--- src/rtl/tmr16_pkg.sv ---
package tmr16_pkg;

    localparam int unsigned BYTE_W = 8;
    localparam int unsigned WORD_W = 2 * BYTE_W;
    localparam int unsigned ADDR_W = 3;

    // Register group selected by address bits [2:1]
    typedef enum logic [1:0] {
        SEL_CNT  = 2'd0,
        SEL_CMP  = 2'd1,
        SEL_CAP  = 2'd2,
        SEL_NONE = 2'd3
    } reg_sel_e;

    typedef struct packed {
        reg_sel_e sel;
        logic     hi;
    } bus_dec_t;

    function automatic bus_dec_t decode_addr(input logic [ADDR_W-1:0] a);
        bus_dec_t d;
        d.sel = reg_sel_e'(a[2:1]);
        d.hi  = a[0];
        return d;
    endfunction

    function automatic logic [BYTE_W-1:0] hi_byte(input logic [WORD_W-1:0] w);
        return w[WORD_W-1:BYTE_W];
    endfunction

    function automatic logic [BYTE_W-1:0] lo_byte(input logic [WORD_W-1:0] w);
        return w[BYTE_W-1:0];
    endfunction

endpackage

--- src/rtl/tmr16_counter.sv ---
module tmr16_counter
    import tmr16_pkg::*;
(
    input  logic              clk,
    input  logic              rst,
    input  logic              tick,
    input  logic              load,
    input  logic [WORD_W-1:0] load_val,
    input  logic [WORD_W-1:0] cmp,
    output logic [WORD_W-1:0] cnt,
    output logic              match
);
    logic [WORD_W-1:0] cnt_nxt;

    assign cnt_nxt = cnt + WORD_W'(1);

    always_ff @(posedge clk) begin
        if (rst) begin
            cnt   <= '0;
            match <= 1'b0;
        end else begin
            match <= tick && !load && (cnt_nxt == cmp);
            if (load) begin
                cnt <= load_val;
            end else if (tick) begin
                cnt <= cnt_nxt;
            end
        end
    end
endmodule

--- src/rtl/tmr16_capture.sv ---
module tmr16_capture
    import tmr16_pkg::*;
(
    input  logic              clk,
    input  logic              rst,
    input  logic              pin,
    input  logic              rise_sel,
    input  logic [WORD_W-1:0] cnt,
    output logic [WORD_W-1:0] cap
);
    logic pin_q;
    logic pin_prev;
    logic edge_hit;

    assign edge_hit = rise_sel ? (pin_q & ~pin_prev) : (~pin_q & pin_prev);

    always_ff @(posedge clk) begin
        if (rst) begin
            pin_q    <= 1'b0;
            pin_prev <= 1'b0;
            cap      <= '0;
        end else begin
            pin_q    <= pin;
            pin_prev <= pin_q;
            if (edge_hit) begin
                cap <= cnt;
            end
        end
    end
endmodule

--- src/rtl/tmr16_holdreg.sv ---
module tmr16_holdreg
    import tmr16_pkg::*;
(
    input  logic              clk,
    input  logic              rst,
    input  bus_dec_t          dec,
    input  logic              wr_en,
    input  logic              rd_en,
    input  logic [BYTE_W-1:0] wdata,
    input  logic [WORD_W-1:0] cnt,
    input  logic [WORD_W-1:0] cmp,
    input  logic [WORD_W-1:0] cap,
    output logic [BYTE_W-1:0] temp,
    output logic [BYTE_W-1:0] rdata
);
    logic [WORD_W-1:0] sel_word;

    always_comb begin
        case (dec.sel)
            SEL_CNT: sel_word = cnt;
            SEL_CMP: sel_word = cmp;
            SEL_CAP: sel_word = cap;
            default: sel_word = '0;
        endcase
    end

    always_comb begin
        if (dec.sel == SEL_NONE) begin
            rdata = '0;
        end else if (dec.hi) begin
            rdata = temp;
        end else begin
            rdata = lo_byte(sel_word);
        end
    end

    always_ff @(posedge clk) begin
        if (rst) begin
            temp <= '0;
        end else if (dec.sel != SEL_NONE) begin
            if (wr_en && dec.hi) begin
                temp <= wdata;
            end else if (rd_en && !dec.hi && !wr_en) begin
                temp <= hi_byte(sel_word);
            end
        end
    end
endmodule

--- src/rtl/byte_timer16.sv ---
module byte_timer16
    import tmr16_pkg::*;
(
    input  logic              clk,
    input  logic              rst,
    input  logic              tick,
    input  logic              bus_wr,
    input  logic              bus_rd,
    input  logic [ADDR_W-1:0] bus_addr,
    input  logic [BYTE_W-1:0] bus_wdata,
    output logic [BYTE_W-1:0] bus_rdata,
    input  logic              cap_pin,
    input  logic              cap_rise,
    output logic              match_pulse
);
    bus_dec_t          dec;
    logic [BYTE_W-1:0] temp;
    logic [WORD_W-1:0] cnt_q;
    logic [WORD_W-1:0] cmp_q;
    logic [WORD_W-1:0] cap_q;
    logic [WORD_W-1:0] commit_word;
    logic              cnt_load;
    logic              cmp_load;

    assign dec         = decode_addr(bus_addr);
    assign commit_word = {temp, bus_wdata};
    assign cnt_load    = bus_wr && !dec.hi && (dec.sel == SEL_CNT);
    assign cmp_load    = bus_wr && !dec.hi && (dec.sel == SEL_CMP);

    always_ff @(posedge clk) begin
        if (rst) begin
            cmp_q <= '0;
        end else if (cmp_load) begin
            cmp_q <= commit_word;
        end
    end

    tmr16_counter u_counter (
        .clk      (clk),
        .rst      (rst),
        .tick     (tick),
        .load     (cnt_load),
        .load_val (commit_word),
        .cmp      (cmp_q),
        .cnt      (cnt_q),
        .match    (match_pulse)
    );

    tmr16_capture u_capture (
        .clk      (clk),
        .rst      (rst),
        .pin      (cap_pin),
        .rise_sel (cap_rise),
        .cnt      (cnt_q),
        .cap      (cap_q)
    );

    tmr16_holdreg u_hold (
        .clk   (clk),
        .rst   (rst),
        .dec   (dec),
        .wr_en (bus_wr),
        .rd_en (bus_rd),
        .wdata (bus_wdata),
        .cnt   (cnt_q),
        .cmp   (cmp_q),
        .cap   (cap_q),
        .temp  (temp),
        .rdata (bus_rdata)
    );
endmodule

--- config.mk ---
export PLATFORM = sky130hd
export DESIGN_NAME = byte_timer16
export DESIGN_NICKNAME = d
export VERILOG_FILES = /design/src/rtl/tmr16_pkg.sv /design/src/rtl/tmr16_counter.sv /design/src/rtl/tmr16_capture.sv /design/src/rtl/tmr16_holdreg.sv /design/src/rtl/byte_timer16.sv
export SDC_FILE = /design/constraint.sdc
export NUM_CORES = 1
export LEC_CHECK = 0
export ABC_AREA = 1
export CELL_PAD_IN_SITES_DETAIL_PLACEMENT = 0
export CELL_PAD_IN_SITES_GLOBAL_PLACEMENT = 1
export CORE_AREA = 3 3 95 97
export CTS_BUF_LIST = sky130_fd_sc_hd__clkbuf_4 sky130_fd_sc_hd__clkbuf_8 sky130_fd_sc_hd__clkbuf_16
export DETAILED_ROUTE_END_ITERATION = 10
export DIE_AREA = 0 0 98 100
export PLACE_DENSITY = 0.76
export RECOVER_POWER = 100
export SETUP_SLACK_MARGIN = 0.15
export SLEW_MARGIN = 0
export SYNTH_ARGS = -nofsm -noshare
export SYNTH_HDL_FRONTEND = slang
export SYNTH_SLANG_ARGS = --single-unit
--- constraint.sdc ---
create_clock -name clk -period 4 [get_ports clk]
set_input_delay 0.6 -clock clk [delete_from_list [all_inputs] [get_ports clk]]
set_output_delay 0.6 -clock clk [all_outputs]
set_load 0.02 [all_outputs]
== Word-level counts from Yosys, hierarchy flattened ==
Cells that the tools add are included.
Storage, ports and cells
  bits of input ports: 18
  logic and storage cells: 40
  register bits: 59
Operators by class
  equality and inequality tests: 5
  reductions and logical operators: 15
  add/sub/neg operators: 1
  bitwise operators: 4
  multiplexer cells: 8
Operators with widths (count)
  case mux 16 bit (3 select lines): 1
  2-to-1 mux 16 bit: 2
  2-to-1 mux 8 bit: 4
  adder 16 x 1 -> 16 bit (second input constant): 1
  == test 16 bit: 1
  logical AND 1 bit: 8
  == test 2 bit (second input constant): 2
  nonzero test 2 bit: 2
  zero test 1 bit: 3
  bitwise AND 1 bit: 2
  == test 2 x 1 -> 1 bit (second input constant): 1
  zero test 2 bit: 1
  inequality test 2 bit (second input constant): 1
  NOT 1 bit: 2
  AND reduction 2 bit: 1
  2-to-1 mux 1 bit: 1

== Longest topological paths before layout ==
Gate-level depths: netlist of the first run.
  word-level depth: 6
  depth in mapped cells: 13
  depth with buffers taken out: 13

== Modules after synthesis ==
A second synthesis of the first run with hierarchy kept.
Second synthesis, totals
  cell total of the unflattened synthesis: 638
  area total of the unflattened synthesis: 4121.5 µm²
Modules (own cells, without submodules)
  tmr16_counter: area each 1422.6 µm², seq. area each 340.3 µm², times used 1, cells each 240
  tmr16_holdreg: area each 1007.2 µm², seq. area each 160.2 µm², times used 1, cells each 173
  tmr16_capture: area each 948.4 µm², seq. area each 360.3 µm², times used 1, cells each 114
  byte_timer16: area each 743.2 µm², seq. area each 320.3 µm², times used 1, cells each 111

== Worst setup path before layout of the first run ==
OpenSTA, ideal clock, no wires.
  path kind: input to output
  start: in bus_addr[1]
  end: out bus_rdata[3]
  setup slack: 1611 ps
  data arrival time: 1789 ps
  cell stages on the path: 6
  required time: 3400 ps
  cell sequence: inv_1 -> nand2_1 -> inv_1 -> clkbuf_1 -> a221oi_1 -> a211oi_1
Between the ends
  cells in the longest elaborated chain, start to end: 4
Ends and longest elaborated chain
  from (decl): line byte_timer16.sv:9  | input logic [ADDR_W-1:0] bus_addr,
  == test 2 bit, or another cell as far along: line tmr16_holdreg.sv:19  | case (dec.sel)
  case mux 16 bit (3 select lines): line tmr16_holdreg.sv:19
  2-to-1 mux 8 bit: line tmr16_holdreg.sv:30  | end else if (dec.hi) begin
  2-to-1 mux 8 bit (*): line tmr16_holdreg.sv:28  | if (dec.sel == SEL_NONE) begin
  to (decl): line byte_timer16.sv:11  | output logic [BYTE_W-1:0] bus_rdata,
Every way passes the cells marked *; elsewhere a longest branch is shown, timed or not.

== Worst setup path after layout of the first run ==
  start: in bus_addr[0]
  end: reg u_counter.cnt[0]
Between the ends
  cells in the longest elaborated chain, start to end: 4
Ends and longest elaborated chain
  zero test 1 bit (*): line byte_timer16.sv:27  | assign cnt_load = bus_wr && !dec.hi && (dec.sel == SEL_CNT);
  logical AND 1 bit (*) (2 in series): line byte_timer16.sv:27
  2-to-1 mux 16 bit / nonzero test 2 bit (equally long branches)
  to (signal assigned): line tmr16_counter.sv:24  | cnt <= load_val;
  to (signal assigned): line tmr16_counter.sv:26  | cnt <= cnt_nxt;
  to (decl): line tmr16_counter.sv:10  | output logic [WORD_W-1:0] cnt,
Marked as above.
A chain may end at the register's enable or synchronous reset.

==> results of run 1 <==
-- layer usage --
metal / up-vias / global-route usage, % / part of all wire (%)
met5: - / 0 / 0
met4: 0 / 9.27 / 2.4
met3: 24 / 4.17 / 5.7
met2: 116 / 37.1 / 46
met1: 1620 / 31.7 / 46
li1: 1722 / - / -
-- area by class of cell --
type	count	area share, %
multi-input cells	363	47.6
well taps	105	3.44
flip-flops and latches	59	30.9
inverters	58	5.70
clock buffers	13	4.52
repair buffers	31	7.59
clock inverters	2	0.262
-- sequential cells by signal, indices dropped and copies added (netlist names) --
name / flops
u_capture.cap: 16
u_counter.match: 1
u_capture.pin_prev: 1
u_capture.pin_q: 1
cmp_q: 16
u_counter.cnt: 16
u_hold.temp: 8
-- kinds of logic (layout without fill, tap and decap cells) --
logic type | count (synthesis) | in the layout | synth area share [%]
AOI/OAI and AO/OA | 134 | 134 | 23.2
xor gates and xnor gates | 3 | 3 | 1.44
adders and majority gates | 1 | 1 | 0.379
buffers and inverters | 76 | 104 | 8.84
DFF | 59 | 59 | 35.8
and+or+nand+nor | 225 | 225 | 30.4
-- metrics by stage --
stage / setup slack (ns) / std cells / area (µm²) / util [%]
2_1_floorplan: 1.61 / 498 / 3300 / -
3_3_place_gp: 0.781 / 616 / 3650 / 44.5
3_5_place_dp: 0.772 / 616 / 3650 / 44.5
4_1_cts: 0.749 / 631 / 3840 / 46.7
5_1_grt: 0.399 / 631 / 3820 / 46.5
6_report: 0.588 / 631 / 3820 / 46.5
-- placed cells by master, fill, tap and decap left out, drive strengths merged, types with 2 or more instances in the layout --
cell	synthesis	routed
nand4	3	3
o22ai	5	5
clkbuf	13	15
inv	58	58
nand3b	3	3
a211oi	2	2
dlygate4sd3	0	11
clkinv	0	2
o21ai	57	57
nor2	44	44
a221oi	7	7
o221ai	5	5
a31oi	20	20
a21oi	33	33
nand2	139	139
clkdlybuf4s50	0	15
dfxtp	59	59
o211ai	4	4
xor2	2	2
buf	5	3
nand3	34	34
-- how the worst max path moves through the flow --
stage | start | to | slack, ns | depth (start not counted)
6_report | bus_addr[0] | u_counter.cnt[0]$_SDFFE_PP0P_ | 0.59 | 9
2_1_floorplan | bus_addr[1] | bus_rdata[3] | 1.61 | 6
5_1_grt | bus_addr[0] | u_counter.cnt[2]$_SDFFE_PP0P_ | 0.40 | 9
3_3_place_gp | bus_addr[2] | bus_rdata[7] | 0.78 | 6
3_5_place_dp | bus_addr[2] | bus_rdata[3] | 0.77 | 6
4_1_cts | bus_addr[2] | bus_rdata[7] | 0.75 | 6
-- power groups by stage --
stage / logic (mW) / registers [mW] / clock network (mW)
after CTS: 0.188 / 0.641 / 0.526
after detailed placement: 0.187 / 0.654 / 0
final: 0.184 / 0.641 / 0.518
after global placement: 0.188 / 0.654 / 0
after global routing: 0.204 / 0.645 / 0.546
after floorplan: 0.114 / 0.644 / 0
-- worst max-delay path: stages --
cell and delay [ns]:
dlygate4sd3_1 0.60, inv_1 0.30, nand2_1 0.18, nor2_1 0.82, nor2_1 0.59, inv_1 0.27
nor2_1 0.06, o21ai_0 0.16, inv_1 0.06
==> impl_metrics.yaml, run 1 <==
run_status:
  outcome: "complete, but fails checks"
  violations: "max-capacitance violations, max-slew violations"
global_routing:
  antenna_found_initial: 0
  grt.overflow.total: 0
  track_usage_pct: 23.4
  grt_pass1_vias: 3356
  grt_pass1_wl_um: 17900
  grt_max_degree: 45
synth:
  synth_nets: 517
  ys_types: 33
  async_flop_share_pct: 0
  yosys_register_bits: 59
  synth_edf_count: 0
  synth_area_leaders: "dfxtp_1 36%, nand2_1 15%, o21ai_0 8.5%, inv_1 6.4%, a21oi_1 5.0%"
  ys_warn_count: 0
  post-synth-top-area-cell: "dfxtp_1"
  synth.avg_cell_area_um2: 6.63
  synthTopCellsByCount: "134 x nand2_1, 59 x dfxtp_1, 56 x inv_1, 56 x o21ai_0"
  ys.flop_type: "dfxtp_1"
  synth_most_common_cell: "nand2_1"
  syn_area_um2: 3300
  netlist_instances: 498
  synth_seq_area_share_pct: 35.8
  synth_top_cell_area_share_pct: 35.8
hold_path:
  whs_path_depth: 2
  hold-path-endpoint: "u_capture.pin_prev$_SDFF_PP0_"
  hold_class: "reg -> reg"
  min_from: "u_capture.pin_q$_SDFF_PP0_"
power_and_ir_drop:
  ir_worst_vdd_mv: 0.162
  p_switching_mw: 0.385
  p_sw_share_pct: 28.6
  comb_power_share_pct: 13.7
  power.internal_mw: 0.959
  p_seq_share_pct: 47.7
  power_density_nw_per_um2: 351
  totalPowerFinal_mw: 1.34
  total_leakage_power_nw: 1.53
  pwr-share-clk_pct: 38.6
timing:
  period_minus_slack_ns: 3.41
  period_share_pct: 85.3
  finClkSkew_ns: 0.00584
  slew_headroom_pct: -18.5
  setup_viol: 0
  fin_setup_tns_ns: 0
  whs_ns: 0.472
  drv_slew: 45
  worstMarginPinSlew_ns: 1.78
  max_freq_mhz: 293
  rsz0062_at_grt: "false"
  finalHoldViolations: 0
routing:
  dr.first_iter.drc_count: 219
  drc: 0
  routed_wl_um: 11100
  ant_nets: 0
  dr.pass1.iters: 4
  vias: 3482
  wire_per_inst_um: 17.6
  viasPerCell: 5.52
floorplan:
  coreArea_um2: 8220
  rows: 33
  ios: 27
  die_h_um: 100
  die_x_um: 98
  die_area_um2: 9800
  start_util_pct: 40.2
placement:
  place_congestion: 0.822
  dp.final_hpwl_um: 8000
  portBuffers: 26
worst_setup_path:
  cp.required_ns: 4.23
  worstSetupPathType: "in -> reg"
  worstReg2RegEnd: "u_counter.match$_SDFF_PP0_"
  cp-start-kind: "primary input"
  cp.arrival_ns: 3.64
  ff2ff_path_depth: 11
  regToRegSetupSlack_ns: 2.02
  end_kind: "flip-flop"
  r2r_start: "u_counter.cnt[1]$_SDFFE_PP0P_"
  crit_fanout: 15
clock_network:
  clk_pin_slew_ns: 0.07
  cts_made_buffers: 9
  clock-sinks: 59
  clockBufferDepth: 2
  cts_tree: "yes"
  cts_setup_buffers: 0
  insertion_delay_ns: 0.34
  cts_root_buffer: "clkbuf_8"
  cts-resized-gates: 0
  cts-hold-fix-buffers: 0
  htree_num_levels: 3
finish:
  final_nets: 541
  diodes: 0
  multiInputGateArea_um2: 1820
  drive_above_1_share_pct: 6.84
  syn2layout_area_growth_pct: 15.9
  register_area_um2: 1180
  fillCellCount: 850
job:
  maxCapViolations: 1
Note: power is estimated with default switching activity, not from simulation.
==> run 2, diff against run 1 <==
- CORE_AREA: 3 3 95 97 -> 2 2 94 96
- CTS_BUF_LIST: sky130_fd_sc_hd__clkbuf_4 sky130_fd_sc_hd__clkbuf_8 sky130_fd_sc_hd__clkbuf_16 -> unset
- DIE_AREA: 0 0 98 100 -> 0 0 96 98
==> run 2 against run 1 <==
  * The flow still finishes with violations (max-capacitance violations, max-slew violations)
  * Global-route usage up 2.0 points
  * Sequential power about the same
  * Via count up 0.20%
  * Worst setup slack worse by 0.15 ns
  * Combinational power about the same
  * Total power up 13%
  * Cell count up 0.63%
  * First-iteration DRC count up 45%
  * Wire length up 1.2%
  * Critical path depth down 2
  * Largest cell class unchanged
  * Highest routed layer unchanged
==> impl_metrics.yaml, run 2 (same netlist as run 1, synthesis figures left out) <==
run_status:
  outcome: "complete, but fails checks"
  violations: "max-capacitance violations, max-slew violations"
power_and_ir_drop:
  total_leakage_power_nw: 1.55
  totalPowerFinal_mw: 1.51
  p_switching_mw: 0.401
  power.internal_mw: 1.11
  power_density_nw_per_um2: 389
  p_sw_share_pct: 26.5
  ir_worst_vdd_mv: 0.153
  pwr-share-clk_pct: 45.4
  p_seq_share_pct: 42.4
  comb_power_share_pct: 12.2
worst_setup_path:
  crit_fanout: 16
  critical-path-max-stage-delay_ns: 0.71
  cp.required_ns: 3.40
  worstSetupPathType: "in -> out"
  cp.arrival_ns: 2.97
  crit_chain: "dlygate4sd3_1 > inv_1 > nand2_1 > o21ai_0 > a221oi_1 > a211oi_1 > dlygate4sd3_1"
  crit_slowest_cell: "dlygate4sd3_1"
  end_kind: "output port"
  cp-start-kind: "primary input"
  cp_common_cell: "dlygate4sd3_1"
global_routing:
  grt.overflow.total: 0
  grt_pass1_wl_um: 17900
  grt_max_degree: 45
  track_usage_pct: 25.4
  grt_pass1_vias: 3268
  antenna_found_initial: 0
clock_network:
  cts_root_buffer: "clkbuf_8"
  clockBufferDepth: 2
  cts-resized-gates: 0
  cts_tree: "yes"
  cts-hold-fix-buffers: 0
  htree_num_levels: 3
  clock-sinks: 59
  cts_made_buffers: 9
  insertion_delay_ns: 0.34
  cts_setup_buffers: 0
  clk_pin_slew_ns: 0.06
timing:
  period_minus_slack_ns: 3.57
  fin_ws_ns: 0.435
  fin_setup_tns_ns: 0
  setup_viol: 0
  slew_headroom_pct: -24.3
  drv_slew: 45
  max_freq_mhz: 280
  finalHoldViolations: 0
  finClkSkew_ns: 0.0119
  rsz0062_at_grt: "false"
  worstMarginPinSlew_ns: 1.86
  period_share_pct: 89.1
  whs_ns: 0.471
placement:
  place_ws_ns: 0.607
  place_congestion: 0.837
  dp.final_hpwl_um: 7850
  place_inst: 619
  place_area_um2: 3660
  portBuffers: 26
floorplan:
  start_util_pct: 39.0
  rows: 34
  coreArea_um2: 8470
  die_area_um2: 9410
  ios: 27
  die_h_um: 98
  die_x_um: 96
routing:
  dr.pass1.iters: 7
  viasPerCell: 5.49
  vias: 3489
  ant_nets: 0
  drc: 0
  routed_wl_um: 11200
  dr.first_iter.drc_count: 318
  wire_per_inst_um: 17.7
finish:
  layout_commonest_cell: "nand2_1"
  design_area_um2: 3890
  final_nets: 541
  drive_above_1_share_pct: 6.83
  largest_registers: "cmp_q (16), u_capture.cap (16), u_counter.cnt (16)"
  layout_common_cells: "134 x nand2_1, 59 x dfxtp_1, 57 x o21ai_0"
  diodes: 0
  syn2layout_area_growth_pct: 17.9
  fin_util_pct: 45.9
  fin_cells: 635
job:
  maxCapViolations: 1
hold_path:
  hold_class: "reg -> reg"
-- run 2: cell count changes in the layout (fill, tap and decap cells not counted) --
cell,previous run,this run
clkbuf_1,2,4
clkbuf_8,12,10
nand2_1,135,134
clkinv_2,2,0
clkbuf_4,1,0
nand2_2,3,4
clkinvlp_4,0,1
bufinv_16,0,3
-- run 2: final timing paths --
kind	from	to	slack (ns)	cells after the start
max reg2reg	u_counter.cnt[1]$_SDFFE_PP0P_	u_counter.match$_SDFF_PP0_	2.03	11
max	bus_addr[2]	bus_rdata[3]	0.43	7
min reg2reg	u_capture.pin_q$_SDFF_PP0_	u_capture.pin_prev$_SDFF_PP0_	0.47	2
min	u_capture.pin_q$_SDFF_PP0_	u_capture.pin_prev$_SDFF_PP0_	0.47	2
-- run 2: worst max-delay path, delay by kind of cell --
kind	cells	cell delay, ns
AO/OA/AOI/OAI	3	0.57
buffers and inverters	3	1.38
AND/OR/NAND/NOR	1	0.40
-- run 2: power groups by stage --
stage	Combinational (mW)	Clock (mW)	Sequential (mW)
floorplan	0.114	0	0.644
global placement	0.186	0	0.655
detailed placement	0.187	0	0.654
CTS	0.188	0.693	0.641
global route	0.205	0.719	0.645
finish	0.185	0.687	0.642
-- run 2: cell type report --
type                            instances  area (µm²)
Fill cell                             871        4580
Multi-Input combinational cell        363        1820
Sequential cell                        59        1180
Timing Repair Buffer                   31         290
Inverter                               58         218
Clock buffer                           12         145
Tap cell                              108         135
Clock inverter                          4        97.6
-- run 2: layer usage --
metal  global-route usage, %  vias to the layer above  wire (µm)  share of wire, %
met5                       0                        -          0                 0
met1                    35.3                     1616       5260                47
met2                    39.4                      133       5010                45
li1                        -                     1719          -                 -
met3                    4.55                       21        704               6.3
met4                    8.35                        0        237               2.1
